===== src/rtl/wdog_pkg.sv =====
package wdog_pkg;

    localparam int unsigned KEY_W = 8;
    localparam logic [2:0]  SEL_DEFAULT = 3'd6;

    // Interval length in units of the base count
    function automatic int unsigned period_mult(input logic [2:0] code);
        case (code)
            3'd0:    period_mult = 3;
            3'd1:    period_mult = 4;
            3'd2:    period_mult = 8;
            3'd3:    period_mult = 16;
            3'd4:    period_mult = 64;
            3'd5:    period_mult = 256;
            default: period_mult = 1024;
        endcase
    endfunction

endpackage


===== src/rtl/wdog_key_seq.sv =====
module wdog_key_seq #(
    parameter int unsigned         KW    = 8,
    parameter logic [KW-1:0]       KEY_A = 8'h5A,
    parameter logic [KW-1:0]       KEY_B = 8'hA5
) (
    input  logic          clk,
    input  logic          rst_n,
    input  logic          wr,
    input  logic [KW-1:0] data,
    input  logic          block,
    output logic          hit
);
    logic armed_d, armed_q;

    always_comb begin
        armed_d = armed_q;
        if (block)
            armed_d = 1'b0;
        else if (wr)
            armed_d = (data == KEY_A);
    end

    assign hit = wr && !block && armed_q && (data == KEY_B);

    always_ff @(posedge clk or negedge rst_n) begin
        if (!rst_n) armed_q <= 1'b0;
        else        armed_q <= armed_d;
    end
endmodule


===== src/rtl/wdog_period_lut.sv =====
module wdog_period_lut #(
    parameter int unsigned BASE_CYCLES = 256,
    parameter int unsigned CW          = 18
) (
    input  logic [2:0]    sel,
    output logic [CW-1:0] term
);
    import wdog_pkg::*;

    always_comb begin
        term = CW'(period_mult(sel) * BASE_CYCLES - 1);
    end
endmodule


===== src/rtl/wdog_escalator.sv =====
module wdog_escalator #(
    parameter int unsigned BASE_CYCLES = 256,
    parameter int unsigned RST_CYCLES  = 8,
    parameter logic [7:0]  KEY_A       = 8'h5A,
    parameter logic [7:0]  KEY_B       = 8'hA5
) (
    input  logic       clk,
    input  logic       rst_n,
    input  logic [2:0] period_sel,
    input  logic       key_wr,
    input  logic [7:0] key_data,
    output logic       nmi_req,
    output logic       sys_rst_o
);
    import wdog_pkg::*;

    localparam int unsigned CW = $clog2(1024 * BASE_CYCLES);
    localparam int unsigned PW = $clog2(RST_CYCLES + 1);

    typedef struct packed {
        logic [CW-1:0] cnt;
        logic          stage;
        logic          nmi;
        logic [2:0]    sel;
        logic [PW-1:0] pulse;
    } wd_state_t;

    wd_state_t     st_d, st_q;
    logic [CW-1:0] term;
    logic          clr;
    logic          in_pulse;

    assign in_pulse = (st_q.pulse != '0);

    wdog_key_seq #(
        .KW   (KEY_W),
        .KEY_A(KEY_A),
        .KEY_B(KEY_B)
    ) u_keys (
        .clk  (clk),
        .rst_n(rst_n),
        .wr   (key_wr),
        .data (key_data),
        .block(in_pulse),
        .hit  (clr)
    );

    wdog_period_lut #(
        .BASE_CYCLES(BASE_CYCLES),
        .CW         (CW)
    ) u_lut (
        .sel (st_q.sel),
        .term(term)
    );

    always_comb begin
        st_d     = st_q;
        st_d.nmi = 1'b0;
        if (in_pulse) begin
            st_d.pulse = st_q.pulse - 1'b1;
            st_d.cnt   = '0;
        end else if (clr) begin
            st_d.cnt   = '0;
            st_d.stage = 1'b0;
            st_d.sel   = period_sel;
        end else if (st_q.cnt == term) begin
            st_d.cnt = '0;
            if (!st_q.stage) begin
                st_d.stage = 1'b1;
                st_d.nmi   = 1'b1;
            end else begin
                st_d.stage = 1'b0;
                st_d.sel   = SEL_DEFAULT;
                st_d.pulse = PW'(RST_CYCLES);
            end
        end else begin
            st_d.cnt = st_q.cnt + 1'b1;
        end
    end

    always_ff @(posedge clk or negedge rst_n) begin
        if (!rst_n) begin
            st_q <= '{cnt: '0, stage: 1'b0, nmi: 1'b0, sel: SEL_DEFAULT, pulse: '0};
        end else begin
            st_q <= st_d;
        end
    end

    assign nmi_req   = st_q.nmi;
    assign sys_rst_o = in_pulse;
endmodule


===== config.mk =====
export PLATFORM = sky130hd
export DESIGN_NAME = wdog_escalator
export DESIGN_NICKNAME = d
export VERILOG_FILES = /design/src/rtl/wdog_pkg.sv /design/src/rtl/wdog_key_seq.sv /design/src/rtl/wdog_period_lut.sv /design/src/rtl/wdog_escalator.sv
export SDC_FILE = /design/constraint.sdc
export NUM_CORES = 1
export LEC_CHECK = 0
export BUFFER_PORTS_ARGS = -buffer_cell sky130_fd_sc_hd__buf_4
export CAP_MARGIN = 10
export CORE_ASPECT_RATIO = 0.7
export CORE_MARGIN = 2
export CORE_UTILIZATION = 40
export DETAILED_ROUTE_END_ITERATION = 10
export PLACE_DENSITY = 0.56
export SYNTH_ARGS = -nofsm -noshare
export SYNTH_HDL_FRONTEND = slang
export SYNTH_SLANG_ARGS = --single-unit

===== constraint.sdc =====
create_clock -name clk -period 3.5 [get_ports clk]
set_input_delay 0.175 -clock clk [delete_from_list [all_inputs] [get_ports clk]]
set_output_delay 0.175 -clock clk [all_outputs]
set_load 0.03 [all_outputs]

# ---- Word-level counts from Yosys, hierarchy flattened
# Cells that the tools add are included.
dict set report totals {
  word_cells 47
  out_inout_bits 2
  in_bits 14
  reg_bits 28
}
dict set report classes {
  n_eq_ne 9
  muxes 14
  add_sub_neg 3
  n_reduce_logical 14
  n_bitwise 1
}
# cell n
set op_table {}
lappend op_table {{one-hot mux 9 bit (6 select lines)} 1}
lappend op_table {{2-to-1 mux 18 bit} 2}
lappend op_table {{2-to-1 mux 19 bit} 1}
lappend op_table {{adder 18 x 1 -> 18 bit, second input constant} 1}
lappend op_table {{== test 18 bit} 1}
lappend op_table {{subtractor 18 x 1 -> 18 bit, second input constant} 1}
lappend op_table {{2-to-1 mux 4 bit} 3}
lappend op_table {{nonzero test 2 bit} 5}
lappend op_table {{2-to-1 mux 9 bit} 1}
lappend op_table {{== test 8 x 7 -> 1 bit, second input constant} 1}
lappend op_table {{== test 8 bit, second input constant} 1}
lappend op_table {{2-to-1 mux 7 bit} 1}
lappend op_table {{== test 3 x 2 -> 1 bit, second input constant} 2}
lappend op_table {{== test 3 bit, second input constant} 2}
lappend op_table {{AND reduction 3 bit} 2}
lappend op_table {{2-to-1 mux 1 bit} 4}
lappend op_table {{nonzero test 4 bit} 1}
lappend op_table {{subtractor 4 x 1 -> 4 bit, second input constant} 1}
lappend op_table {{== test 3 x 1 -> 1 bit, second input constant} 1}
lappend op_table {{logical AND 1 bit} 3}
lappend op_table {{logical NOT 3 bit} 1}
lappend op_table {{2-to-1 mux 3 bit} 1}
lappend op_table {{inequality test 2 x 1 -> 1 bit, second input constant} 1}
lappend op_table {{AND reduction 2 bit} 1}
lappend op_table {{2 further kinds} 2}

# ---- Logic depth before layout (Yosys ltp)
# Gate-level depths: netlist of run 1.
dict set report logic_depth {
  depth_word 7
  ltp_mapped 12
  mapped_depth_nobuf 8
}

# ---- Cells and area by module
# Synthesis of run 1 repeated with hierarchy kept, for this count alone.
dict set report unflattened {
  cells_unflattened 181
  hier_area_um2 1754.2
}
# mod area_each_um2 seq_area_each_um2 n_inst cells_each
set by_module_without_submodules {}
lappend by_module_without_submodules {wdog_escalator 1467.7 678.2 1 144}
lappend by_module_without_submodules {wdog_period_lut 182.7 0.0 1 27}
lappend by_module_without_submodules {wdog_key_seq 103.8 25.0 1 10}

# ---- Least setup slack after synthesis of run 1
# Ideal clock, no wire load.
dict set report synth_timing {
  path_type {reg-to-reg}
  from {register st_q[4] (netlist bit)}
  to {register st_q[3] (netlist bit)}
  synth_period_minus_slack_ns 2.477
  path_buffers 3
  path_stages_with_launch 11
  setup_time_ns 0.122
  arrival_time_ns 2.356
  path_slack_ns 1.023
  t_required_ns 3.378
  cell_sequence {dfrtp_1 clkbuf_1 or3_1 ha_1 buf_2 xnor2_1 xnor2_1 a2111oi_2 and3_1 buf_6 a32o_1}
}
dict set report synth_between {
  elab_chain_len 6
  word_cells_on_any_way 11
  cone_classes {1 x add/sub; 6 x eq/ne; 1 x mux; 3 x reduce/logical}
}
# element line
set synth_rtl {}
lappend synth_rtl {{start, declared} wdog_escalator.sv:28} ;# wd_state_t st_d, st_q;
lappend synth_rtl {{start signal, assigned} wdog_escalator.sv:83} ;# st_q <= '{cnt: '0, stage: 1'b0, nmi: 1'b0, sel: SEL_DEFAULT, pulse: '0};
lappend synth_rtl {{start signal, assigned} wdog_escalator.sv:85} ;# st_q <= st_d;
lappend synth_rtl {{== test 3 bit, or another cell as far along} wdog_pkg.sv:8} ;# case (code)
lappend synth_rtl {{one-hot mux 9 bit (6 select lines) (*)} wdog_pkg.sv:8}
lappend synth_rtl {{subtractor 18 x 1 -> 18 bit (*)} wdog_period_lut.sv:11} ;# term = CW'(period_mult(sel) * BASE_CYCLES - 1);
lappend synth_rtl {{== test 18 bit (*)} wdog_escalator.sv:66} ;# end else if (st_q.cnt == term) begin
lappend synth_rtl {{nonzero test 2 bit (no line) (*)} n/a}
lappend synth_rtl {{AND reduction 3 bit (no line) (*)} n/a}
# Every way passes the cells marked *; elsewhere a longest branch is shown, timed or not.
# A chain may end at the register's enable or synchronous reset.

# ---- Worst setup path after layout of run 1
dict set report layout_timing {
  from {register st_q[4] (netlist bit)}
  to {register st_q[4] (netlist bit)}
}
# Same word-level chain as after synthesis.

==> metrics.txt, run 1 <==
# TYPE chip_impl_metric gauge
chip_impl_info{name="run_status",value="finished clean"} 1
chip_impl_metric{name="post_synthesis_average_cell_area",unit="sq um"} 9.440
chip_impl_info{name="timing.hold.worst_endpoint",value="st_q[5]"} 1
chip_impl_metric{name="grt_start_max_net_pins",unit=""} 29
chip_impl_metric{name="finalCriticalPeriod",unit="ns"} 2.889
chip_impl_info{name="worstHoldPathType",value="in2reg"} 1
chip_impl_metric{name="yosys.cell_types.count",unit=""} 41
chip_impl_metric{name="yosysTopAreaCellShare",unit=""} 0.3829
chip_impl_info{name="cp-start-kind",value="register"} 1
chip_impl_metric{name="achievable-frequency",unit="MHz"} 346.2
chip_impl_metric{name="total_global_routing_track_utilization",unit=""} 0.1653
chip_impl_metric{name="r2r_slack",unit="ns"} 0.61
chip_impl_metric{name="cts_buf_count",unit=""} 3
chip_impl_metric{name="nNetsFinal",unit=""} 208
chip_impl_metric{name="clkSinkCount",unit=""} 28
chip_impl_info{name="cts_tree",value="yes"} 1
chip_impl_metric{name="synth.ff_latch_count",unit=""} 28
chip_impl_metric{name="grt_pass1_vias",unit=""} 1301
chip_impl_metric{name="clock_latency",unit="ns"} 0.27
chip_impl_metric{name="worstPathArrival",unit="ns"} 3.02
chip_impl_metric{name="initial_utilization",unit=""} 0.4254
chip_impl_metric{name="crit_path_max_fanout",unit=""} 19
chip_impl_metric{name="via_count",unit=""} 1337
chip_impl_metric{name="syn_nets",unit=""} 196
chip_impl_info{name="rsz0062_at_grt",value="no"} 1
chip_impl_metric{name="design_area",unit="sq um"} 1888
chip_impl_info{name="synth_ff_type",value="sky130_fd_sc_hd__dfrtp_1"} 1
chip_impl_metric{name="routed_wire_length_per_instance",unit="microns"} 14.50
chip_impl_metric{name="fin_setup_tns",unit="ns"} 0
chip_impl_metric{name="number_of_cells_after_detailed_placement",unit=""} 238
chip_impl_info{name="ctsRootBufferMaster",value="sky130_fd_sc_hd__clkbuf_8"} 1
chip_impl_metric{name="1st_iter_drt_viols",unit=""} 37
chip_impl_info{name="crit_slowest_cell",value="sky130_fd_sc_hd__and3_1"} 1
chip_impl_info{name="worst-setup-path-type",value="reg2reg"} 1
chip_impl_info{name="rr_endpoint",value="st_q[4]"} 1
chip_impl_metric{name="timing.final.hold_violations",unit=""} 0
chip_impl_metric{name="cts-hold-fix-buffers",unit=""} 1
chip_impl_metric{name="synth_enable_flop_cells",unit=""} 0
chip_impl_metric{name="finalCritPeriodShare",unit=""} 0.8254
chip_impl_metric{name="grt_antenna_before_repair",unit=""} 0
chip_impl_metric{name="cap_violations",unit=""} 0
chip_impl_metric{name="max-clock-path-buffers",unit=""} 2
chip_impl_metric{name="drc",unit=""} 0
chip_impl_metric{name="worst_ir_drop_vdd",unit="mV"} 0.2233
chip_impl_metric{name="leakage",unit="nW"} 0.7771
chip_impl_metric{name="place.port_buffers",unit=""} 15
chip_impl_metric{name="io_pins",unit=""} 16
chip_impl_metric{name="multi_input_area",unit="sq um"} 914.6
chip_impl_metric{name="die_y",unit="microns"} 58.53
chip_impl_metric{name="fill_cells",unit=""} 377
chip_impl_metric{name="ys_seq_area_frac",unit=""} 0.4138
chip_impl_metric{name="clk_pin_slew_worst_paths",unit="ns"} 0.09
chip_impl_metric{name="seqCellArea",unit="sq um"} 703.2
chip_impl_metric{name="detailed_place_hpwl",unit="mm"} 2.560
chip_impl_metric{name="die_width",unit="microns"} 81.90
chip_impl_metric{name="final_max_slew_viol_count",unit=""} 0
chip_impl_metric{name="postRouteWirelength",unit="mm"} 3.524
chip_impl_metric{name="fp.coreArea",unit="sq um"} 3994
chip_impl_info{name="rr_startpoint",value="st_q[4]"} 1
chip_impl_metric{name="dpl-instance-area",unit="sq um"} 1833
chip_impl_metric{name="layout-drive-gt1-share",unit=""} 0.1414
chip_impl_metric{name="floorplan.die_area",unit="sq um"} 4794
chip_impl_info{name="yosysTopAreaCell",value="sky130_fd_sc_hd__dfrtp_1"} 1
chip_impl_metric{name="path_depth",unit=""} 7
chip_impl_info{name="crit_path_cell_trace",value="or3_1 -> ha_1 -> xnor2_1 -> xnor2_1 -> a2111oi_2 -> and3_1 -> o21ai_0"} 1
chip_impl_metric{name="area.growth.synth_to_final",unit="%"} 11.12
chip_impl_metric{name="drtAntennaViolNets",unit=""} 0
chip_impl_metric{name="hold_depth",unit=""} 3
chip_impl_metric{name="power.density_cell_area",unit="nW/um^2"} 306.6
chip_impl_metric{name="worst-slew-pin-transition",unit="ns"} 0.6943
chip_impl_metric{name="cp_slowest_stage_delay",unit="ns"} 0.65
chip_impl_metric{name="synth_area",unit="sq um"} 1699
chip_impl_metric{name="final_cell_count_no_fill",unit=""} 243
chip_impl_metric{name="grt_overflow",unit=""} 0
chip_impl_metric{name="gpl.final_weighted_congestion",unit=""} 0.7746
chip_impl_metric{name="grt_pass1_wl",unit="mm"} 6.044
chip_impl_info{name="synth.area.top_cells",value="sky130_fd_sc_hd__dfrtp_1 (38%), sky130_fd_sc_hd__nor3_1 (6.5%), sky130_fd_sc_hd__xnor2_1 (6.2%)"} 1
chip_impl_metric{name="clock_skew",unit="ns"} 0.006457
chip_impl_metric{name="insertedDiodeCount",unit=""} 0
chip_impl_info{name="path_delay_family",value="simple AND/OR/NAND/NOR gates"} 1
chip_impl_info{name="synth.most_common_cell",value="sky130_fd_sc_hd__dfrtp_1"} 1
chip_impl_info{name="hold_path_startpoint",value="period_sel[1]"} 1
chip_impl_metric{name="netlist_instances",unit=""} 180
chip_impl_metric{name="cts_resized",unit=""} 0
chip_impl_info{name="crit_path_end_kind",value="register"} 1
chip_impl_metric{name="cts_post_setup_buffers_inserted",unit=""} 0
chip_impl_info{name="synth_commonest_cells",value="sky130_fd_sc_hd__dfrtp_1 (26), sky130_fd_sc_hd__nor3_1 (22), sky130_fd_sc_hd__nor2_1 (13)"} 1
chip_impl_metric{name="yosys_warnings",unit=""} 0
chip_impl_metric{name="slew-limit-headroom",unit=""} 0.5372
chip_impl_metric{name="firstDrtPassIters",unit=""} 6
chip_impl_metric{name="critPathBufInv",unit=""} 0
chip_impl_metric{name="avgViaCountPerCell",unit=""} 5.502
chip_impl_metric{name="cp.required",unit="ns"} 3.63
chip_impl_metric{name="final_setup_violating_endpoints",unit=""} 0
chip_impl_metric{name="placementRows",unit=""} 19
chip_impl_metric{name="reg2regPathDepth",unit=""} 7
chip_impl_info{name="cp_common_cell",value="sky130_fd_sc_hd__xnor2_1"} 1
chip_impl_metric{name="synth_async_sr_flop_share",unit=""} 1.000
chip_impl_metric{name="cts_h_tree_depth",unit=""} 1
==> layout by cell type (no fill, tap or decap), types with 2 or more instances in the layout <==
master / synthesis / layout
sky130_fd_sc_hd__dfrtp_1: 26 / 26
sky130_fd_sc_hd__nor3_1: 22 / 22
sky130_fd_sc_hd__buf_4: 1 / 17
sky130_fd_sc_hd__nor2_1: 13 / 13
sky130_fd_sc_hd__xnor2_1: 12 / 12
sky130_fd_sc_hd__nand2_1: 11 / 11
sky130_fd_sc_hd__xor2_1: 9 / 9
sky130_fd_sc_hd__nand3_1: 8 / 8
sky130_fd_sc_hd__and3_1: 7 / 7
sky130_fd_sc_hd__inv_1: 6 / 6
sky130_fd_sc_hd__o21ai_0: 5 / 5
sky130_fd_sc_hd__nand2b_1: 4 / 4
sky130_fd_sc_hd__and4_1: 4 / 4
sky130_fd_sc_hd__nor4bb_1: 4 / 4
sky130_fd_sc_hd__o211ai_1: 3 / 3
sky130_fd_sc_hd__nand4_1: 3 / 3
sky130_fd_sc_hd__clkbuf_8: 0 / 3
sky130_fd_sc_hd__nor4_1: 2 / 2
sky130_fd_sc_hd__a32oi_1: 2 / 2
sky130_fd_sc_hd__nor3b_1: 2 / 2
sky130_fd_sc_hd__a21oi_1: 2 / 2
sky130_fd_sc_hd__or3_1: 2 / 2
sky130_fd_sc_hd__mux2i_1: 2 / 2
sky130_fd_sc_hd__o31ai_1: 3 / 2
sky130_fd_sc_hd__ha_1: 2 / 2
sky130_fd_sc_hd__dfstp_2: 2 / 2
==> logic make-up (layout without fill, tap and decap cells) <==
family	Yosys count	count (layout)	share of synthesized area
xor gates and xnor gates	21	21	0.1082
adders and majority gates	2	2	0.01473
muxes	2	2	0.01178
buffers and inverters	17	28	0.05081
and+or+nand+nor	88	88	0.2931
DFF	28	28	0.4138
AOI/OAI and AO/OA	22	22	0.1075
==> through the flow <==
step | setup WS, ns | util | total power (W) | hold slack [ns]
after floorplan | 1.023 | - | 0.0003835 | -0.1206
after global placement | 0.7435 | 0.4590 | 0.0004064 | 0.1097
after detailed placement | 0.5971 | 0.4590 | 0.0004089 | 0.1139
after CTS | 0.5762 | 0.4727 | 0.0005906 | 0.1244
after global routing | 0.2924 | 0.4727 | 0.0006065 | 0.1465
final | 0.6111 | 0.4727 | 0.0005789 | 0.1349
==> where the power goes <==
| part | switching (W) | internal [W] |
|---|---|---|
| Sequential | 0.0000161 | 0.000340 |
| Combinational | 0.0000210 | 0.0000262 |
| Clock | 0.0000942 | 0.0000815 |
| Total | 0.000131 | 0.000448 |
==> state kept, by name, summed over array words and instances (netlist names) <==
register,count
nmi_req,1
u_keys.armed_q,1
st_q,26
==> layout make-up <==
cell class | instances | share of cell area
Timing Repair Buffer | 18 | 0.07290
Inverter | 6 | 0.01193
Multi-Input combinational cell | 135 | 0.4844
Tap cell | 52 | 0.03446
Clock buffer | 4 | 0.02386
Sequential cell | 28 | 0.3724
==> worst max-delay path by stage <==
stage | startpoint | to
floorplan | st_q[4] | st_q[3]
global placement | st_q[4] | st_q[4]
detailed placement | st_q[4] | st_q[4]
CTS | st_q[4] | st_q[4]
global route | st_q[4] | st_q[4]
finish | st_q[4] | st_q[4]
==> worst register-to-register path, delay by kind of cell (launching register included) <==
kind | cells | cell delay [ns]
flops | 1 | 0.52
simple gates | 2 | 1.05
xor+xnor | 2 | 0.37
compound gates | 2 | 0.49
fa+ha+maj | 1 | 0.31
==> routing by layer <==
metal	vias to the layer above	part of all wire	global-route usage
met5	-	0	0
met4	0	0.0045	0.03810
met3	2	0.033	0.02761
met2	21	0.43	0.2660
met1	641	0.53	0.2353
li1	673	-	-
No activity file was read; power rests on OpenSTA's default activity.
==> run 2: changes to the inputs <==
Settings changed: ABC_AREA set to 1, PLACE_DENSITY 0.56 to 0.57.
Clock period 3.5 ns to 2.63 ns, I/O delays scaled along.
==> metrics.txt, run 2 <==
# TYPE chip_impl_metric gauge
chip_impl_info{name="run_status",value="finished clean"} 1
chip_impl_info{name="ctsRootBufferMaster",value="sky130_fd_sc_hd__clkbuf_8"} 1
chip_impl_metric{name="area.growth.synth_to_final",unit="%"} 10.07
chip_impl_metric{name="fin_setup_tns",unit="ns"} 0
chip_impl_metric{name="r2r_slack",unit="ns"} 0.36
chip_impl_metric{name="final_max_slew_viol_count",unit=""} 0
chip_impl_metric{name="nNetsFinal",unit=""} 290
chip_impl_metric{name="clkSinkCount",unit=""} 28
chip_impl_metric{name="final_setup_violating_endpoints",unit=""} 0
chip_impl_metric{name="postRouteWirelength",unit="mm"} 4.270
chip_impl_info{name="largest-register",value="st_q"} 1
chip_impl_metric{name="crit_path_max_fanout",unit=""} 15
chip_impl_metric{name="worst-slew-pin-transition",unit="ns"} 0.3784
chip_impl_metric{name="clk_pin_slew_worst_paths",unit="ns"} 0.10
chip_impl_metric{name="die_y",unit="microns"} 62.05
chip_impl_info{name="synth_ff_type",value="sky130_fd_sc_hd__dfrtp_1"} 1
chip_impl_info{name="cp-start-kind",value="register"} 1
chip_impl_info{name="synth_commonest_cells",value="sky130_fd_sc_hd__nand2_1 (62), sky130_fd_sc_hd__inv_1 (29), sky130_fd_sc_hd__dfrtp_1 (26)"} 1
chip_impl_metric{name="worstPathArrival",unit="ns"} 2.46
chip_impl_metric{name="cts_post_setup_buffers_inserted",unit=""} 0
chip_impl_metric{name="yosysTopAreaCellShare",unit=""} 0.3379
chip_impl_metric{name="cts_h_tree_depth",unit=""} 1
chip_impl_metric{name="detailed_place_hpwl",unit="mm"} 3.274
chip_impl_metric{name="post_synthesis_average_cell_area",unit="sq um"} 7.435
chip_impl_metric{name="fin_total_pwr",unit="W"} 0.0009901
chip_impl_metric{name="fp.coreArea",unit="sq um"} 4703
chip_impl_metric{name="1st_iter_drt_viols",unit=""} 130
chip_impl_metric{name="synth_area",unit="sq um"} 1926
chip_impl_metric{name="via_count",unit=""} 1638
chip_impl_metric{name="finalCriticalPeriod",unit="ns"} 2.266
chip_impl_info{name="layout.cells.most_common",value="sky130_fd_sc_hd__nand2_1"} 1
chip_impl_metric{name="layout-drive-gt1-share",unit=""} 0.2125
chip_impl_metric{name="cp.required",unit="ns"} 2.82
chip_impl_metric{name="place.port_buffers",unit=""} 15
chip_impl_metric{name="grt_pass1_vias",unit=""} 1499
chip_impl_metric{name="cts_buf_count",unit=""} 3
chip_impl_info{name="yosysTopAreaCell",value="sky130_fd_sc_hd__dfrtp_1"} 1
chip_impl_metric{name="synth.ff_latch_count",unit=""} 28
chip_impl_metric{name="grt_overflow",unit=""} 0
chip_impl_metric{name="ys_seq_area_frac",unit=""} 0.3652
chip_impl_metric{name="gpl.final_weighted_congestion",unit=""} 0.9179
chip_impl_metric{name="syn_nets",unit=""} 275
chip_impl_metric{name="insertedDiodeCount",unit=""} 0
chip_impl_metric{name="power.density_cell_area",unit="nW/um^2"} 467.1
chip_impl_metric{name="slew-limit-headroom",unit=""} 0.7477
chip_impl_info{name="rsz0062_at_grt",value="no"} 1
chip_impl_metric{name="firstDrtPassIters",unit=""} 5
chip_impl_metric{name="leakage",unit="nW"} 1.003
chip_impl_info{name="final_cell_mix",value="sky130_fd_sc_hd__nand2_1 (62), sky130_fd_sc_hd__inv_1 (29), sky130_fd_sc_hd__dfrtp_1 (26), sky130_fd_sc_hd__nor2_1 (25), sky130_fd_sc_hd__nand3_1 (21)"} 1
chip_impl_info{name="synth.area.top_cells",value="sky130_fd_sc_hd__dfrtp_1 (34%), sky130_fd_sc_hd__nand2_1 (12%), sky130_fd_sc_hd__inv_1 (5.7%)"} 1
chip_impl_metric{name="finalCritPeriodShare",unit=""} 0.8616
chip_impl_info{name="worst-setup-path-type",value="reg2reg"} 1
chip_impl_metric{name="timing.final.hold_violations",unit=""} 0
chip_impl_metric{name="yosys.cell_types.count",unit=""} 32
chip_impl_metric{name="final_core_utilization",unit=""} 0.4507
chip_impl_metric{name="die_width",unit="microns"} 86.93
chip_impl_info{name="crit_path_end_kind",value="register"} 1
chip_impl_metric{name="avgViaCountPerCell",unit=""} 4.964
chip_impl_metric{name="placementRows",unit=""} 21
chip_impl_metric{name="worst_ir_drop_vdd",unit="mV"} 0.2306
chip_impl_metric{name="grt_pass1_wl",unit="mm"} 7.362
chip_impl_metric{name="netlist_instances",unit=""} 259
chip_impl_metric{name="drc",unit=""} 0
chip_impl_metric{name="io_pins",unit=""} 16
chip_impl_metric{name="synth_enable_flop_cells",unit=""} 0
chip_impl_metric{name="clock_latency",unit="ns"} 0.28
chip_impl_metric{name="drtAntennaViolNets",unit=""} 0
chip_impl_metric{name="max-clock-path-buffers",unit=""} 2
chip_impl_info{name="synth.most_common_cell",value="sky130_fd_sc_hd__nand2_1"} 1
chip_impl_metric{name="clock_skew",unit="ns"} 0.005059
chip_impl_info{name="cts_tree",value="yes"} 1
chip_impl_metric{name="grt_start_max_net_pins",unit=""} 29
chip_impl_metric{name="yosys_warnings",unit=""} 0
chip_impl_metric{name="cap_violations",unit=""} 0
chip_impl_metric{name="routed_wire_length_per_instance",unit="microns"} 12.94
chip_impl_metric{name="floorplan.die_area",unit="sq um"} 5394
chip_impl_metric{name="initial_utilization",unit=""} 0.4094
chip_impl_metric{name="number_of_flip_flops_in_the_largest_register",unit=""} 26
chip_impl_metric{name="grt_antenna_before_repair",unit=""} 0
chip_impl_metric{name="achievable-frequency",unit="MHz"} 441.3
chip_impl_metric{name="total_global_routing_track_utilization",unit=""} 0.1773
chip_impl_info{name="worstHoldPathType",value="in2reg"} 1
chip_impl_metric{name="synth_async_sr_flop_share",unit=""} 1.000
-- run 2: kinds of logic after synthesis --
group | after synthesis | share of synthesized area
AOI/OAI and AO/OA | 18 | 0.05588
xor gates and xnor gates | 6 | 0.02729
and+or+nand+nor | 165 | 0.4438
buffers and inverters | 40 | 0.09486
DFF | 28 | 0.3652
adders and majority gates | 2 | 0.01299
-- run 2: where the power goes --
part           internal, W  switching (W)  total [W]
clock             0.000134       0.000141   0.000275
sequential        0.000477      0.0000668   0.000544
combinational    0.0000815      0.0000892   0.000171
-- run 2: timing repair --
action | CTS | global route
hold buffers | 1 | 0
endpoints found under the hold margin | 26 | 0
resized for setup | 0 | 0
-- run 2: worst paths after layout --
path	end	cells past startpoint	start
max	st_q[21]	11	st_q[6]
min	u_keys.armed_q	2	key_wr
max reg2reg	st_q[21]	11	st_q[6]
min reg2reg	st_q[0]	1	st_q[0]
max in group asynchronous	st_q[5]	2	rst_n
min in group asynchronous	st_q[2]	2	rst_n
-- run 2: cell type report --
type | count | area [sq um]
Inverter | 34 | 127.6
Fill cell | 496 | 2584
Timing Repair Buffer | 16 | 122.6
Sequential cell | 28 | 703.2
Tap cell | 57 | 71.32
Multi-Input combinational cell | 191 | 1040
Clock buffer | 4 | 55.05
-- run 2: metal layers --
| layer | wire length (microns) | track usage | up-vias |
|---|---|---|---|
| li1 | - | - | 868 |
| met1 | 2370 | 0.2841 | 735 |
| met2 | 1669 | 0.2486 | 33 |
| met3 | 206 | 0.03303 | 2 |
| met4 | 23 | 0.02679 | 0 |
| met5 | 0 | 0 | - |
-- run 2: per-stage QoR --
step	worst slack, ns	area (sq um)	cells	hold WS (ns)
floorplan	0.6322	1926	259	-0.1641
global placement	0.4059	2054	325	0.08476
detailed placement	0.3857	2054	325	0.08372
CTS	0.3550	2120	330	0.03274
global route	0.1441	2120	330	0.02688
finish	0.3639	2120	330	0.03706
-- run 2: critical path, cell delays in order (launching register included) --
cell,delay (ns)
sky130_fd_sc_hd__dfstp_2,0.67
sky130_fd_sc_hd__nor2_4,0.08
sky130_fd_sc_hd__nand2_2,0.07
sky130_fd_sc_hd__ha_1,0.30
sky130_fd_sc_hd__inv_1,0.12
sky130_fd_sc_hd__a21oi_2,0.14
sky130_fd_sc_hd__nand3_1,0.10
sky130_fd_sc_hd__nand3_1,0.10
sky130_fd_sc_hd__nor2_2,0.06
sky130_fd_sc_hd__nand2_2,0.07
sky130_fd_sc_hd__nand3_4,0.21
sky130_fd_sc_hd__nor3b_1,0.27
==> run 3: changes to the inputs <==
Settings changed: PLACE_DENSITY 0.57 to 0.55, SYNTH_HIERARCHICAL set to 1.
Clock period 2.63 ns to 2.32 ns, I/O delays scaled along.
==> metrics.txt, run 3 <==
# TYPE chip_impl_metric gauge
chip_impl_metric{name="grt_pass1_vias",unit=""} 1472
chip_impl_metric{name="crit_path_max_fanout",unit=""} 7
chip_impl_info{name="run_status",value="finished clean"} 1
chip_impl_metric{name="cap_violations",unit=""} 0
chip_impl_metric{name="firstDrtPassIters",unit=""} 5
chip_impl_metric{name="final_setup_violating_endpoints",unit=""} 0
chip_impl_metric{name="max-clock-path-buffers",unit=""} 2
chip_impl_metric{name="yosys.cell_types.count",unit=""} 30
chip_impl_info{name="crit_slowest_cell",value="sky130_fd_sc_hd__dfstp_2"} 1
chip_impl_metric{name="avgViaCountPerCell",unit=""} 4.227
chip_impl_metric{name="final.hold.worst_slack",unit="ns"} 0.03845
chip_impl_info{name="largest-register",value="st_q"} 1
chip_impl_metric{name="postRouteWirelength",unit="mm"} 3.830
chip_impl_metric{name="synth_async_sr_flop_share",unit=""} 1.000
chip_impl_metric{name="placementRows",unit=""} 21
chip_impl_metric{name="synth.ff_latch_count",unit=""} 28
chip_impl_metric{name="fin_setup_tns",unit="ns"} 0
chip_impl_metric{name="synth_enable_flop_cells",unit=""} 0
chip_impl_info{name="cp_common_cell",value="sky130_fd_sc_hd__nand2_1"} 1
chip_impl_metric{name="nNetsFinal",unit=""} 335
chip_impl_metric{name="area.growth.synth_to_final",unit="%"} 15.03
chip_impl_info{name="synth_ff_type",value="sky130_fd_sc_hd__dfrtp_1"} 1
chip_impl_metric{name="clkSinkCount",unit=""} 28
chip_impl_metric{name="ys_seq_area_frac",unit=""} 0.3519
chip_impl_metric{name="finalCritPeriodShare",unit=""} 0.9388
chip_impl_metric{name="drtAntennaViolNets",unit=""} 0
chip_impl_metric{name="worst_ir_drop_vdd",unit="mV"} 0.1978
chip_impl_metric{name="grt_pass1_wl",unit="mm"} 6.651
chip_impl_info{name="timing.hold.worst_endpoint",value="st_q[4]"} 1
chip_impl_metric{name="r2r_slack",unit="ns"} 0.14
chip_impl_metric{name="insertedDiodeCount",unit=""} 0
chip_impl_metric{name="via_count",unit=""} 1636
chip_impl_info{name="timing.critical_path.from",value="st_q[5]"} 1
chip_impl_metric{name="grt_overflow",unit=""} 0
chip_impl_info{name="crit_path_cell_trace",value="inv_1 -> nand3_1 -> ha_2 -> nand2_2 -> nor2_4 -> inv_1 -> nand2_1 -> nand2_1 -> nor2_1 -> nand2_1 -> nor2_2 -> nand3_2 -> nand2_4 -> inv_4 -> nand2_8 -> nor2_1"} 1
chip_impl_metric{name="worstPathArrival",unit="ns"} 2.35
chip_impl_metric{name="yosysTopAreaCellShare",unit=""} 0.3256
chip_impl_info{name="worstHoldPathType",value="in2reg"} 1
chip_impl_info{name="grt-busiest-layer",value="met1"} 1
chip_impl_metric{name="final_max_slew_viol_count",unit=""} 0
chip_impl_metric{name="fill_cells",unit=""} 490
chip_impl_metric{name="grt_antenna_before_repair",unit=""} 0
chip_impl_metric{name="drc",unit=""} 0
chip_impl_info{name="cp-start-kind",value="register"} 1
chip_impl_metric{name="use_met2",unit=""} 0.2162
chip_impl_info{name="hold_path_startpoint",value="period_sel[0]"} 1
chip_impl_metric{name="reg2regPathDepth",unit=""} 16
chip_impl_info{name="ctsRootBufferMaster",value="sky130_fd_sc_hd__clkbuf_8"} 1
chip_impl_metric{name="1st_iter_drt_viols",unit=""} 128
chip_impl_info{name="final_cell_mix",value="sky130_fd_sc_hd__nand2_1 (89), sky130_fd_sc_hd__inv_1 (48), sky130_fd_sc_hd__nor2_1 (38), sky130_fd_sc_hd__dfrtp_1 (26), sky130_fd_sc_hd__buf_4 (20)"} 1
chip_impl_metric{name="gpl.final_weighted_congestion",unit=""} 0.8381
chip_impl_metric{name="die_width",unit="microns"} 88.48
chip_impl_metric{name="achievable-frequency",unit="MHz"} 459.1
chip_impl_metric{name="grt_start_max_net_pins",unit=""} 29
chip_impl_metric{name="clock_latency",unit="ns"} 0.28
chip_impl_info{name="synth_commonest_cells",value="sky130_fd_sc_hd__nand2_1 (90), sky130_fd_sc_hd__inv_1 (48), sky130_fd_sc_hd__nor2_1 (40)"} 1
chip_impl_metric{name="io_pins",unit=""} 16
chip_impl_info{name="rr_startpoint",value="st_q[5]"} 1
chip_impl_metric{name="fp.coreArea",unit="sq um"} 4782
chip_impl_metric{name="grt_util_met3",unit=""} 0.03539
chip_impl_metric{name="design_area",unit="sq um"} 2298
chip_impl_info{name="synth.most_common_cell",value="sky130_fd_sc_hd__nand2_1"} 1
chip_impl_metric{name="layout-drive-gt1-share",unit=""} 0.1950
chip_impl_info{name="cts_tree",value="yes"} 1
chip_impl_metric{name="timing.final.hold_violations",unit=""} 0
chip_impl_metric{name="power.density_cell_area",unit="nW/um^2"} 423.4
chip_impl_metric{name="finalCriticalPeriod",unit="ns"} 2.178
chip_impl_info{name="layout.cells.most_common",value="sky130_fd_sc_hd__nand2_1"} 1
chip_impl_metric{name="routed_wire_length_per_instance",unit="microns"} 9.897
chip_impl_metric{name="place.port_buffers",unit=""} 15
chip_impl_metric{name="cp.required",unit="ns"} 2.49
chip_impl_metric{name="critPathBufInv",unit=""} 3
chip_impl_metric{name="cts_h_tree_depth",unit=""} 1
chip_impl_metric{name="leakage",unit="nW"} 1.364
chip_impl_info{name="crit_path_end_kind",value="register"} 1
chip_impl_info{name="rr_endpoint",value="st_q[26]"} 1
chip_impl_metric{name="synth_area",unit="sq um"} 1998
chip_impl_metric{name="detailed_place_hpwl",unit="mm"} 2.917
chip_impl_metric{name="number_of_flip_flops_in_the_largest_register",unit=""} 26
chip_impl_metric{name="clock_skew",unit="ns"} 0.006929
chip_impl_info{name="worst-setup-path-type",value="reg2reg"} 1
chip_impl_metric{name="netlist_instances",unit=""} 295
chip_impl_metric{name="clk_pin_slew_worst_paths",unit="ns"} 0.10
chip_impl_info{name="rsz0062_at_grt",value="yes"} 1
chip_impl_info{name="path_delay_family",value="simple AND/OR/NAND/NOR gates"} 1
chip_impl_metric{name="initial_utilization",unit=""} 0.4178
chip_impl_metric{name="post_synthesis_average_cell_area",unit="sq um"} 6.773
chip_impl_metric{name="floorplan.die_area",unit="sq um"} 5586
chip_impl_info{name="synth.area.top_cells",value="sky130_fd_sc_hd__dfrtp_1 (33%), sky130_fd_sc_hd__nand2_1 (17%), sky130_fd_sc_hd__inv_1 (9.0%)"} 1
chip_impl_metric{name="cts_buf_count",unit=""} 3
chip_impl_metric{name="grt_util_met1",unit=""} 0.2349
chip_impl_metric{name="cp_slowest_stage_delay",unit="ns"} 0.61
chip_impl_metric{name="dpl-instance-area",unit="sq um"} 2158
chip_impl_info{name="yosysTopAreaCell",value="sky130_fd_sc_hd__dfrtp_1"} 1
chip_impl_metric{name="yosys_warnings",unit=""} 6
chip_impl_metric{name="total_global_routing_track_utilization",unit=""} 0.1502
chip_impl_metric{name="die_y",unit="microns"} 63.14
chip_impl_metric{name="hold_depth",unit=""} 3
==> run 3: changes by cell type in the layout (fill, tap and decap cells not counted), moves of 8 or more <==
cell                      change
sky130_fd_sc_hd__nor2_1      +13
sky130_fd_sc_hd__nand3_1     -10
sky130_fd_sc_hd__nand4_1      -8
sky130_fd_sc_hd__nand2_1     +27
sky130_fd_sc_hd__conb_1       +9
sky130_fd_sc_hd__inv_1       +19
==> run 3: layout make-up <==
| class | count | area, sq um | area share |
|---|---|---|---|
| multi-input cells | 211 | 1072 | 0.4665 |
| flip-flops and latches | 28 | 703.2 | 0.3059 |
| repair buffers | 21 | 160.2 | 0.06968 |
| clock inverters | 1 | 30.03 | 0.01306 |
| well taps | 69 | 86.33 | 0.03756 |
| clock buffers | 3 | 41.29 | 0.01796 |
| inverters | 54 | 205.2 | 0.08928 |
==> run 3: timing repair <==
action | CTS | global route
setup buffers | 0 | 2
gates cloned | 0 | 1
setup endpoints to repair | 1 | 20
hold buffers | 1 | 0
gates resized for setup | 1 | 6
endpoints found under the hold margin | 26 | 0
pin swaps | 0 | 5
==> run 3: how the worst max path moves through the flow <==
stage / end / depth (start not counted) / slack, ns
3_5_place_dp: st_q[26] / 16 / 0.01
6_report: st_q[26] / 16 / 0.14
3_3_place_gp: st_q[26] / 16 / 0.06
5_1_grt: st_q[26] / 16 / -0.005
2_1_floorplan: st_q[18] / 17 / 0.27
4_1_cts: st_q[26] / 16 / 0.06
==> run 3: metal layers <==
layer	part of all wire	wire length, microns
met3	0.039	149
met1	0.56	2146
met5	0	0
met4	0.0034	13
met2	0.40	1520
==> run 3: cell families after synthesis <==
| family | count (synthesis) | synth area share |
|---|---|---|
| DFF | 28 | 0.3519 |
| other | 1 | 0.001877 |
| xor gates and xnor gates | 12 | 0.05260 |
| and+or+nand+nor | 178 | 0.4089 |
| AOI/OAI and AO/OA | 9 | 0.02379 |
| buffers and inverters | 65 | 0.1484 |
| adders and majority gates | 2 | 0.01252 |
==> run 3: metrics by stage <==
stage                     utilization  std cells  power (W)  setup slack [ns]
final                          0.4806        387  0.0009733            0.1419
after global routing           0.4806        387   0.001022         -0.005211
after CTS                      0.4702        384  0.0009854           0.06251
after detailed placement       0.4513        379  0.0005948           0.01369
after global placement         0.4513        379  0.0005948           0.05946
after floorplan                     -        303  0.0005698            0.2673
==> run 3: worst reg2reg max path: stages, from the launching register on <==
cell,delay [ns]
sky130_fd_sc_hd__dfstp_2,0.61
sky130_fd_sc_hd__inv_1,0.07
sky130_fd_sc_hd__nand3_1,0.08
sky130_fd_sc_hd__ha_2,0.21
sky130_fd_sc_hd__nand2_2,0.08
sky130_fd_sc_hd__nor2_4,0.11
sky130_fd_sc_hd__inv_1,0.04
sky130_fd_sc_hd__nand2_1,0.05
sky130_fd_sc_hd__nand2_1,0.05
sky130_fd_sc_hd__nor2_1,0.10
sky130_fd_sc_hd__nand2_1,0.07
sky130_fd_sc_hd__nor2_2,0.11
sky130_fd_sc_hd__nand3_2,0.13
sky130_fd_sc_hd__nand2_4,0.13
sky130_fd_sc_hd__inv_4,0.08
sky130_fd_sc_hd__nand2_8,0.11
sky130_fd_sc_hd__nor2_1,0.05
==> run 3: power breakdown <==
| group | total, W | internal, W | switching (W) | leakage (nW) |
|---|---|---|---|---|
| Combinational | 0.0000806 | 0.0000354 | 0.0000452 | 0.958 |
| Clock | 0.000387 | 0.000231 | 0.000156 | 0.0357 |
| Sequential | 0.000505 | 0.000495 | 0.0000100 | 0.370 |
